**src/rtl/e1sa_pkg.sv**
```systemverilog
package e1sa_pkg;
  localparam int unsigned DEF_LANES     = 5;
  localparam int unsigned DEF_FIRST_POS = 4;
  localparam int unsigned DEF_FRAMES    = 16;
  localparam int unsigned DEF_TS_W      = 5;
  localparam int unsigned DEF_BIT_W     = 3;

  function automatic int unsigned slots_of(input int unsigned frames);
    return frames / 2;
  endfunction
endpackage

```
**src/rtl/e1sa_decode.sv**
```systemverilog
module e1sa_decode #(
  parameter int unsigned LANES     = e1sa_pkg::DEF_LANES,
  parameter int unsigned FIRST_POS = e1sa_pkg::DEF_FIRST_POS,
  parameter int unsigned TS_W      = e1sa_pkg::DEF_TS_W,
  parameter int unsigned BIT_W     = e1sa_pkg::DEF_BIT_W,
  parameter int unsigned FRM_W     = 4,
  parameter int unsigned LANE_W    = 3,
  parameter int unsigned SLOT_W    = 3
) (
  input  logic              rx_valid,
  input  logic              crc_mf_en,
  input  logic [BIT_W-1:0]  bit_idx,
  input  logic [TS_W-1:0]   ts_idx,
  input  logic [FRM_W-1:0]  frm_idx,
  output logic              hit,
  output logic [LANE_W-1:0] lane,
  output logic [SLOT_W-1:0] slot
);
  localparam int LO = int'(FIRST_POS) - 1;
  localparam int HI = LO + int'(LANES);

  logic [BIT_W-1:0] offs;
  logic             in_range;

  always_comb begin
    offs     = bit_idx - BIT_W'(LO);
    in_range = (int'(bit_idx) >= LO) && (int'(bit_idx) < HI);
    hit      = rx_valid && crc_mf_en && (ts_idx == '0) && frm_idx[0] && in_range;
    lane     = offs[LANE_W-1:0];
    slot     = frm_idx[FRM_W-1:1];
  end
endmodule

```
**src/rtl/e1sa_shadow.sv**
```systemverilog
module e1sa_shadow #(
  parameter int unsigned LANES  = e1sa_pkg::DEF_LANES,
  parameter int unsigned SLOTS  = 8,
  parameter int unsigned LANE_W = 3,
  parameter int unsigned SLOT_W = 3
) (
  input  logic                   clk,
  input  logic                   rst,
  input  logic                   hit,
  input  logic [LANE_W-1:0]      lane,
  input  logic [SLOT_W-1:0]      slot,
  input  logic                   rx_bit,
  output logic [LANES*SLOTS-1:0] shadow
);
  for (genvar g = 0; g < LANES; g++) begin : g_lane
    logic [SLOTS-1:0] acc;
    always_ff @(posedge clk) begin
      if (rst) begin
        acc <= '0;
      end else if (hit && (lane == LANE_W'(g))) begin
        acc[slot] <= rx_bit;
      end
    end
    assign shadow[g*SLOTS +: SLOTS] = acc;
  end
endmodule

```
**src/rtl/e1sa_publish.sv**
```systemverilog
module e1sa_publish #(
  parameter int unsigned W = 40
) (
  input  logic         clk,
  input  logic         rst,
  input  logic         mf_begin,
  input  logic         crc_mf_en,
  input  logic [W-1:0] shadow,
  output logic [W-1:0] spare_q,
  output logic         upd_pulse
);
  logic take;
  assign take = mf_begin && crc_mf_en;

  always_ff @(posedge clk) begin
    if (rst) begin
      spare_q   <= '0;
      upd_pulse <= 1'b0;
    end else begin
      upd_pulse <= take;
      if (take) spare_q <= shadow;
    end
  end
endmodule

```
**src/rtl/e1_spare_capture.sv**
```systemverilog
module e1_spare_capture #(
  parameter int unsigned LANES     = e1sa_pkg::DEF_LANES,
  parameter int unsigned FIRST_POS = e1sa_pkg::DEF_FIRST_POS,
  parameter int unsigned FRAMES    = e1sa_pkg::DEF_FRAMES,
  parameter int unsigned TS_W      = e1sa_pkg::DEF_TS_W,
  parameter int unsigned BIT_W     = e1sa_pkg::DEF_BIT_W,
  localparam int unsigned SLOTS    = e1sa_pkg::slots_of(FRAMES),
  localparam int unsigned FRM_W    = $clog2(FRAMES),
  localparam int unsigned W        = LANES * SLOTS
) (
  input  logic             clk,
  input  logic             rst,
  input  logic             crc_mf_en,
  input  logic             rx_valid,
  input  logic             rx_bit,
  input  logic [BIT_W-1:0] bit_idx,
  input  logic [TS_W-1:0]  ts_idx,
  input  logic [FRM_W-1:0] frm_idx,
  input  logic             mf_begin,
  output logic [W-1:0]     spare_q,
  output logic             upd_pulse
);
  localparam int unsigned LANE_W = (LANES > 1) ? $clog2(LANES) : 1;
  localparam int unsigned SLOT_W = (SLOTS > 1) ? $clog2(SLOTS) : 1;

  logic              hit;
  logic [LANE_W-1:0] lane;
  logic [SLOT_W-1:0] slot;
  logic [W-1:0]      shadow;

  e1sa_decode #(
    .LANES(LANES), .FIRST_POS(FIRST_POS), .TS_W(TS_W), .BIT_W(BIT_W),
    .FRM_W(FRM_W), .LANE_W(LANE_W), .SLOT_W(SLOT_W)
  ) u_decode (
    .rx_valid(rx_valid), .crc_mf_en(crc_mf_en), .bit_idx(bit_idx),
    .ts_idx(ts_idx), .frm_idx(frm_idx), .hit(hit), .lane(lane), .slot(slot)
  );

  e1sa_shadow #(
    .LANES(LANES), .SLOTS(SLOTS), .LANE_W(LANE_W), .SLOT_W(SLOT_W)
  ) u_shadow (
    .clk(clk), .rst(rst), .hit(hit), .lane(lane), .slot(slot),
    .rx_bit(rx_bit), .shadow(shadow)
  );

  e1sa_publish #(.W(W)) u_publish (
    .clk(clk), .rst(rst), .mf_begin(mf_begin), .crc_mf_en(crc_mf_en),
    .shadow(shadow), .spare_q(spare_q), .upd_pulse(upd_pulse)
  );
endmodule

```
**config.mk**
```make
export PLATFORM = sky130hd
export DESIGN_NAME = e1_spare_capture
export DESIGN_NICKNAME = d
export VERILOG_FILES = /design/src/rtl/e1sa_pkg.sv /design/src/rtl/e1sa_decode.sv /design/src/rtl/e1sa_shadow.sv /design/src/rtl/e1sa_publish.sv /design/src/rtl/e1_spare_capture.sv
export SDC_FILE = /design/constraint.sdc
export NUM_CORES = 1
export LEC_CHECK = 0
export BUFFER_PORTS_ARGS = -buffer_cell sky130_fd_sc_hd__buf_2
export CAP_MARGIN = 25
export CORE_MARGIN = 1.5
export CORE_UTILIZATION = 55
export CTS_CLUSTER_DIAMETER = 200
export DETAILED_ROUTE_END_ITERATION = 12
export GPL_ROUTABILITY_DRIVEN = 0
export PLACE_DENSITY = 0.79
export SETUP_SLACK_MARGIN = 0.4
export SLEW_MARGIN = 20
export SYNTH_ARGS = -nofsm -noshare
export SYNTH_HDL_FRONTEND = slang
export SYNTH_SLANG_ARGS = --single-unit
```
**constraint.sdc**
```tcl
create_clock -name clk -period 3.2 [get_ports clk]
set_input_delay 0.64 -clock clk [delete_from_list [all_inputs] [get_ports clk]]
set_output_delay 0.64 -clock clk [all_outputs]
set_load 0.01 [all_outputs]
```
Word-level counts from Yosys, hierarchy flattened. Index checks and enable logic that the tools add are counted.

Register bits after elaboration: 81. Bits of input ports: 18. Output and inout port bits: 41. Word-level logic and storage cells: 35.

Add/subtract/negate cells: 1. $lt $le $gt $ge: 3. Equal/unequal tests: 4. Mux-type cells: 7. Reductions and logical operators: 13.

Operators by type and width (number): $bwmux W8 (5); $logic_and A1 B1 Y1 (11); $eq A3 B2 Y1 const B (2); $logic_not A5 Y1 (1); $lt A3 B4 Y1 const B (1); $demux W1 S3 (1); $eq A3 B1 Y1 const B (1); $eq A3 B3 Y1 const B (1); $ge A3 B1 Y1 const B (1); $ge A3 B2 Y1 const B (1); $logic_not A3 Y1 (1); $sub A3 B2 Y3 const B (1); $mux W1 (1).

Logic depth before layout (Yosys ltp). Gate-level depths: netlist (run 1).

Depth after elaboration: 5. Mapped depth: 7. Gate-level depth less buffers: 6.

Hierarchy. Synthesis (run 1) repeated with hierarchy kept, for this count alone.

Cells, all modules: 383. Area, all modules: 3861.2 um2.

Modules (own cells, without submodules): e1sa_publish (times used 1, cells an instance 186, area an instance 1963.1 um2, seq. area each 820.8 um2); e1sa_shadow (times used 1, cells an instance 186, area an instance 1804.2 um2, seq. area each 800.8 um2); e1sa_decode (times used 1, cells an instance 11, area an instance 93.8 um2, seq. area each 0.0 um2).

Worst setup path before layout (run 1). No wires, ideal clock.

Path type: input to register. Start point: input bit_idx[1]. End point: register u_shadow.g_lane[3].acc[2]. Setup time: 0.132 ns. Arrival: 2.051 ns. Required time: 3.068 ns. Path slack: 1.017 ns. Stages on the path: 7. Buffers on the path: 1. Cells stage by stage: and2_1 > ha_1 > o21ba_2 > and3_1 > clkbuf_1 > nand4_1 > mux2i_1.

Word-level cells in the longest chain between the ends: 3. Elaborated cells on any way between the ends: 5. Classes of those cells: 1 x add/sub; 1 x order compare; 1 x eq/ne; 2 x reduce/logical.

Ends and longest elaborated chain: start, declared (RTL line e1_spare_capture.sv:16) `input logic [BIT_W-1:0] bit_idx,`; $sub A3 B2 Y3 / $ge A3 B2 Y1 (equally long branches) (RTL line e1sa_decode.sv:26, e1sa_decode.sv:27); $eq A3 B2 Y1 / $logic_and A1 B1 Y1 (equally long branches) (RTL line e1sa_shadow.sv:20, e1sa_decode.sv:28); $logic_and A1 B1 Y1 * (RTL line e1sa_shadow.sv:20) `end else if (hit && (lane == LANE_W'(g))) begin`; end signal, assigned by index (RTL line e1sa_shadow.sv:21) `acc[slot] <= rx_bit;`; end, declared (RTL line e1sa_shadow.sv:16) `logic [SLOTS-1:0] acc;`.

Mark *: on every way between the ends. The rest lies on a longest branch, timed or not. A chain may end at the register's enable or synchronous reset.

Final worst setup path (run 1).
Start point: input bit_idx[1]. End point: register u_shadow.g_lane[1].acc[6].

Word-level cells in the longest chain between the ends: 3. Elaborated cells on any way between the ends: 5. Classes of those cells: 1 x add/sub; 1 x order compare; 1 x eq/ne; 2 x reduce/logical.

Ends and longest elaborated chain (RTL line): $sub A3 B2 Y3 / $ge A3 B2 Y1 (equally long branches) (e1sa_decode.sv:26, e1sa_decode.sv:27); $eq A3 B1 Y1 / $logic_and A1 B1 Y1 (equally long branches) (e1sa_shadow.sv:20, e1sa_decode.sv:28); $logic_and A1 B1 Y1 * (e1sa_shadow.sv:20); end signal, assigned by index (e1sa_shadow.sv:21); end, declared (e1sa_shadow.sv:16).

Marks and branches as above.

==> impl_metrics.yaml, run 1 <==
global_routing:
  use_met1: 0.316
  gr-usage-all-layers: 0.225
  grt_busiest_layer: "met2"
  grt_pass1_wl_um: 11400
  grt.overflow.total: 0
  grt_pass1_vias: 2431
  grt_max_degree: 82
  grt_use_met3: 0.0404
  antenna_found_initial: 0
  met2_usage: 0.325
yosys:
  async_flop_share: 0
  ys.flop_type: "dfxtp_1"
  synth_cell_types: 31
  netlist_instances: 399
  seq_area_frac_synth: 0.480
  syn_nets: 418
  yosys_warnings: 0
  synth_top_cell_area_share: 0.480
  synth_top_area_cell: "dfxtp_1"
  synth.area.top_cells: "dfxtp_1 48%, nand2_1 9.4%, a21oi_1 7.1%"
  syn_area_um2: 3380
  synth_most_common_cell: "nand2_1"
  yosys-top-cells-count: "85 x nand2_1, 81 x dfxtp_1, 48 x a21oi_1"
  synth_edf_count: 0
  syn_avg_cell_area_um2: 8.47
  ys_ff_latch: 81
worst_setup_path:
  r2r_slack_ns: 2.39
  crit_chain: "buf_2 > and2_1 > ha_1 > o21ba_2 > and4_1 > nand3_1 > mux2i_1"
  crit_required_ns: 3.38
  crit_path_start_kind: "input port"
  critPathSlowestCell: "ha_1"
  ff2ff_path_depth: 3
  crit_buf_inv: 1
  worst-setup-path-type: "in2reg"
  end_kind: "flop"
  r2r-end: "u_shadow.g_lane[0].acc[7]"
  slowest_delay_ns: 0.40
  cpLargestDelayFamily: "simple AND/OR/NAND/NOR gates"
  cp_max_fo: 9
  r2r-start: "u_shadow.g_lane[0].acc[7]"
  critPathArrivalTime_ns: 2.37
sta:
  worst_slack_ns: 1.01
  skew_ns: 0.00734
  setup_viol: 0
  rsz0062_at_grt: "no"
  period_share: 0.684
  hold_violations: 0
  finalCriticalPeriod_ns: 2.19
  slew_headroom: 0.319
  slew_violations: 0
  fmax_mhz: 457
  tns_ns: 0
  worstMarginPinSlew_ns: 1.02
clock_network:
  cts_resized: 0
  cts_buffer_depth: 2
  postCtsHoldBufs: 0
  cts_sinks: 81
  root_buffer: "clkbuf_8"
  post_cts_buffers: 0
  cts_made_buffers: 9
  tritoncts: "done"
  htreeDepth: 3
  clk_pin_slew_worst_paths_ns: 0.08
  insertion_delay_ns: 0.35
final_layout:
  fillers: 509
  final_net_count: 458
  fin_area_um2: 3870
  area_delta_synth_final_pct: 14.5
  num_antenna_cells: 0
  drive_gt1_frac: 0.185
  postLayoutCoreUtil: 0.654
die:
  num_rows: 28
  die_width_um: 81.4
  fp.dieArea_um2: 6630
  coreArea_um2: 5920
  die_h_um: 81.4
  initial_utilization: 0.571
  ios: 59
status:
  status: "finished, final reports clean"
power:
  finalPower_mw: 1.89
  ir_worst_vdd_v: 0.000333
  leakagePower_nw: 1.54
  power_density_nw_per_um2: 487
route:
  dr.pass1.iters: 4
  drc: 0
  wl_per_cell_um: 13.7
  vias: 2865
  vias_per_cell: 5.52
  route.antenna.remaining_nets: 0
  drt_iter0_markers: 198
  drt-total-wl_um: 7100
worst_hold_path:
  hold_depth: 2
  hp-class: "reg2reg"
  worstHoldEndpoint: "u_publish.spare_q[35]"
  worstHoldStart: "u_publish.spare_q[35]"
placed_design:
  pre_cts_ws_ns: 0.692
  placed_cell_area_um2: 3660
  port_buffers: 58
  dp_hpwl_um: 4620
run:
  drv_cap: 0
==> flip-flops by register name (all words and copies together), names as in the netlist <==
name,cells
u_shadow.g_lane.acc,40
u_publish.upd_pulse,1
u_publish.spare_q,40
==> stage by stage <==
| stage | std cells | hold slack, ns |
|---|---|---|
| 2_1_floorplan | 399 | 0.427 |
| 3_3_place_gp | 503 | 0.437 |
| 3_5_place_dp | 503 | 0.443 |
| 4_1_cts | 519 | 0.454 |
| 5_1_grt | 519 | 0.465 |
| 6_report | 519 | 0.451 |
==> how the worst max path moves through the flow <==
| stage | startpoint | to | slack [ns] | depth (start not counted) |
|---|---|---|---|---|
| after floorplan | bit_idx[1] | u_shadow.g_lane[3].acc[2] | 1.02 | 7 |
| after global placement | bit_idx[1] | u_shadow.g_lane[1].acc[6] | 0.76 | 7 |
| after detailed placement | bit_idx[1] | u_shadow.g_lane[1].acc[6] | 0.69 | 7 |
| after CTS | bit_idx[1] | u_shadow.g_lane[1].acc[6] | 1.05 | 7 |
| after global routing | bit_idx[1] | u_shadow.g_lane[1].acc[6] | 0.93 | 7 |
| final | bit_idx[1] | u_shadow.g_lane[1].acc[6] | 1.01 | 7 |
==> cells in the final DEF, fill, tap and decap left out <==
cell type / instances
nand4b_1: 2
buf_2: 58
mux2i_1: 20
bufinv_16: 1
o31ai_1: 12
ha_1: 1
nor4_4: 1
a21oi_1: 48
nand2_1: 85
nand3_1: 3
nand4_1: 28
nand2b_1: 20
inv_1: 1
and2_1: 3
and4bb_2: 1
o21ai_1: 20
or4b_4: 1
o21ba_2: 1
clkbuf_1: 2
dfxtp_1: 81
and3_1: 1
nor2_1: 10
nor4b_4: 1
and3b_1: 2
clkinv_2: 1
clkbuf_8: 12
nor4b_2: 1
or2_2: 1
nor4_1: 2
or4bb_1: 1
or2_0: 1
buf_4: 3
nor2b_1: 17
and4_1: 2
==> area by class of cell <==
cell class	count	area (um^2)	area share
Clock inverter	2	35.0	0.00905
Clock buffer	14	173	0.0446
Sequential cell	81	1620	0.419
Inverter	1	3.75	0.000970
Timing Repair Buffer	61	313	0.0808
Tap cell	75	93.8	0.0242
Multi-Input combinational cell	285	1630	0.421
==> power breakdown <==
group	total, mW	internal, mW	switching (mW)
registers	1.01	1.01	0.000135
logic	0.103	0.0278	0.0749
clock network	0.777	0.425	0.352
==> layer usage <==
metal  vias up  routed length, um
met5         -                  0
met2        61               3200
met3        13                284
met1      1333               3480
li1       1458                  -
met4         0                130
==> cell families after synthesis <==
group / synth area share
and+or+nand+nor: 0.289
adders and majority gates: 0.00370
DFF: 0.480
muxes: 0.0592
AOI/OAI and AO/OA: 0.130
buffers and inverters: 0.0377
==> worst min-delay path: stages (launching register included) <==
cell     delay (ns)
dfxtp_1        0.31
nand2_1        0.05
a21oi_1        0.05
Note: power is estimated with default switching activity, not from simulation.
==> inputs of run 2 (changes only) <==
==> constraint.sdc (replaced) <==
create_clock -name clk -period 2.1 [get_ports clk]
set_input_delay 0.42 -clock clk [delete_from_list [all_inputs] [get_ports clk]]
set_output_delay 0.42 -clock clk [all_outputs]
set_load 0.01 [all_outputs]
==> run 2 against run 1 <==
- sequential share of layout area is 0.84 points lower
- clock power is 45% higher
- cell area is 2.0% higher
- first-iteration DRC count is 4.0% lower
- non-clock buffer count is 6 higher
- via count is 2.3% higher
- sequential cell count stayed put
- die area stayed put
- critical endpoint is now u_shadow.g_lane[0].acc[4]
- worst setup slack worse by 0.56 ns
- sequential power is 51% higher
- hold slack worse by 0.10 ns
==> impl_metrics.yaml, run 2 (synthesis results as in run 1) <==
die:
  die_width_um: 81.4
  initial_utilization: 0.571
  die_h_um: 81.4
  ios: 59
  coreArea_um2: 5920
  fp.dieArea_um2: 6630
  num_rows: 28
final_layout:
  final_net_count: 464
  fillers: 517
  multi_input_area_um2: 1660
  fin_area_um2: 3950
  seq_area_um2: 1620
  final_common_cell: "nand2_1"
  area_delta_synth_final_pct: 16.8
  instances_no_fill: 525
  postLayoutCoreUtil: 0.667
  drive_gt1_frac: 0.211
  top_regs: "u_publish.spare_q: 40 flops, u_shadow.g_lane.acc: 40 flops, u_publish.upd_pulse: 1 flops"
  final_cell_mix: "85 x nand2_1, 81 x dfxtp_1, 58 x buf_2"
  num_antenna_cells: 0
worst_hold_path:
  hp-class: "in2reg"
  worstHoldStart: "rst"
  hold_depth: 2
clock_network:
  cts_sinks: 81
  tritoncts: "done"
  clk_pin_slew_worst_paths_ns: 0.08
  cts_made_buffers: 9
  postCtsHoldBufs: 0
  htreeDepth: 3
  insertion_delay_ns: 0.35
  root_buffer: "clkbuf_8"
  cts_buffer_depth: 2
worst_setup_path:
  crit_path_start_kind: "input port"
  crit_required_ns: 2.32
  cp_max_fo: 6
  worst-setup-path-type: "in2reg"
  critPathArrivalTime_ns: 1.87
  end_kind: "flop"
  crit_start: "ts_idx[0]"
  ff2ff_path_depth: 3
  r2r-start: "u_shadow.g_lane[0].acc[5]"
power:
  finalPower_mw: 2.84
  leakagePower_nw: 1.57
  ir_worst_vdd_v: 0.000456
  power_density_nw_per_um2: 718
sta:
  hold_violations: 0
  slew_headroom: 0.618
  skew_ns: 0.00879
  rsz0062_at_grt: "yes"
  worstMarginPinSlew_ns: 0.571
  tns_ns: 0
  period_share: 0.784
  setup_viol: 0
  finalCriticalPeriod_ns: 1.65
  slew_violations: 0
  fmax_mhz: 608
global_routing:
  grt_max_degree: 60
  antenna_found_initial: 0
  grt_pass1_vias: 2573
  gr-usage-all-layers: 0.239
  grt.overflow.total: 0
  grt_pass1_wl_um: 12000
route:
  drt_iter0_markers: 190
  dr.pass1.iters: 4
  route.antenna.remaining_nets: 0
  wl_per_cell_um: 14.0
  vias_per_cell: 5.58
  vias: 2930
  drt-total-wl_um: 7370
  drc: 0
placed_design:
  placed_cell_area_um2: 3740
  dpl.cell_count: 508
  port_buffers: 58
  dp_hpwl_um: 4940
status:
  status: "finished, final reports clean"
run:
  drv_cap: 0
-- run 2: area by class of cell --
class | count | area share
inverters | 1 | 0.000950
clock inverters | 3 | 0.00538
well taps | 75 | 0.0238
flip-flops and latches | 81 | 0.411
clock buffers | 13 | 0.0453
multi-input cells | 285 | 0.420
repair buffers | 67 | 0.0938
-- run 2: metal layers --
metal,vias to the layer above,global-route usage,share of wire
li1,1470,-,-
met1,1376,0.312,0.47
met2,78,0.383,0.47
met3,6,0.0640,0.057
met4,0,0.0776,0.0081
met5,-,0,0
-- run 2: through the flow --
stage	hold slack, ns	worst slack (ns)
3_5_place_dp	0.441	0.0828
4_1_cts	0.344	0.451
2_1_floorplan	0.427	0.385
6_report	0.349	0.455
3_3_place_gp	0.435	0.128
5_1_grt	0.347	0.399
-- run 2: path summary, 6_finish.rpt --
| path | end | slack [ns] |
|---|---|---|
| worst max register to register | u_shadow.g_lane[0].acc[5] | 1.34 |
| worst min-delay path | u_publish.spare_q[33] | 0.35 |
| worst max-delay path | u_shadow.g_lane[0].acc[4] | 0.45 |
| worst min register to register | u_publish.spare_q[32] | 0.45 |
-- run 2: critical path, stage by stage --
cell	delay (ns)
buf_2	0.12
or4b_4	0.59
or2_0	0.41
o21ai_1	0.23
o31ai_1	0.10
-- run 2: report_power, final --
group / internal (mW) / total, mW / switching [mW]
Combinational: 0.0564 / 0.175 / 0.119
Sequential: 1.53 / 1.53 / 0.000194
Clock: 0.562 / 1.13 / 0.565
Total: 2.15 / 2.84 / 0.684
-- run 2: timing repair --
| item | in CTS | in global routing |
|---|---|---|
| buffers inserted | 0 | 1 |
| endpoints found under the setup margin | 0 | 10 |
| resized for setup | 0 | 2 |
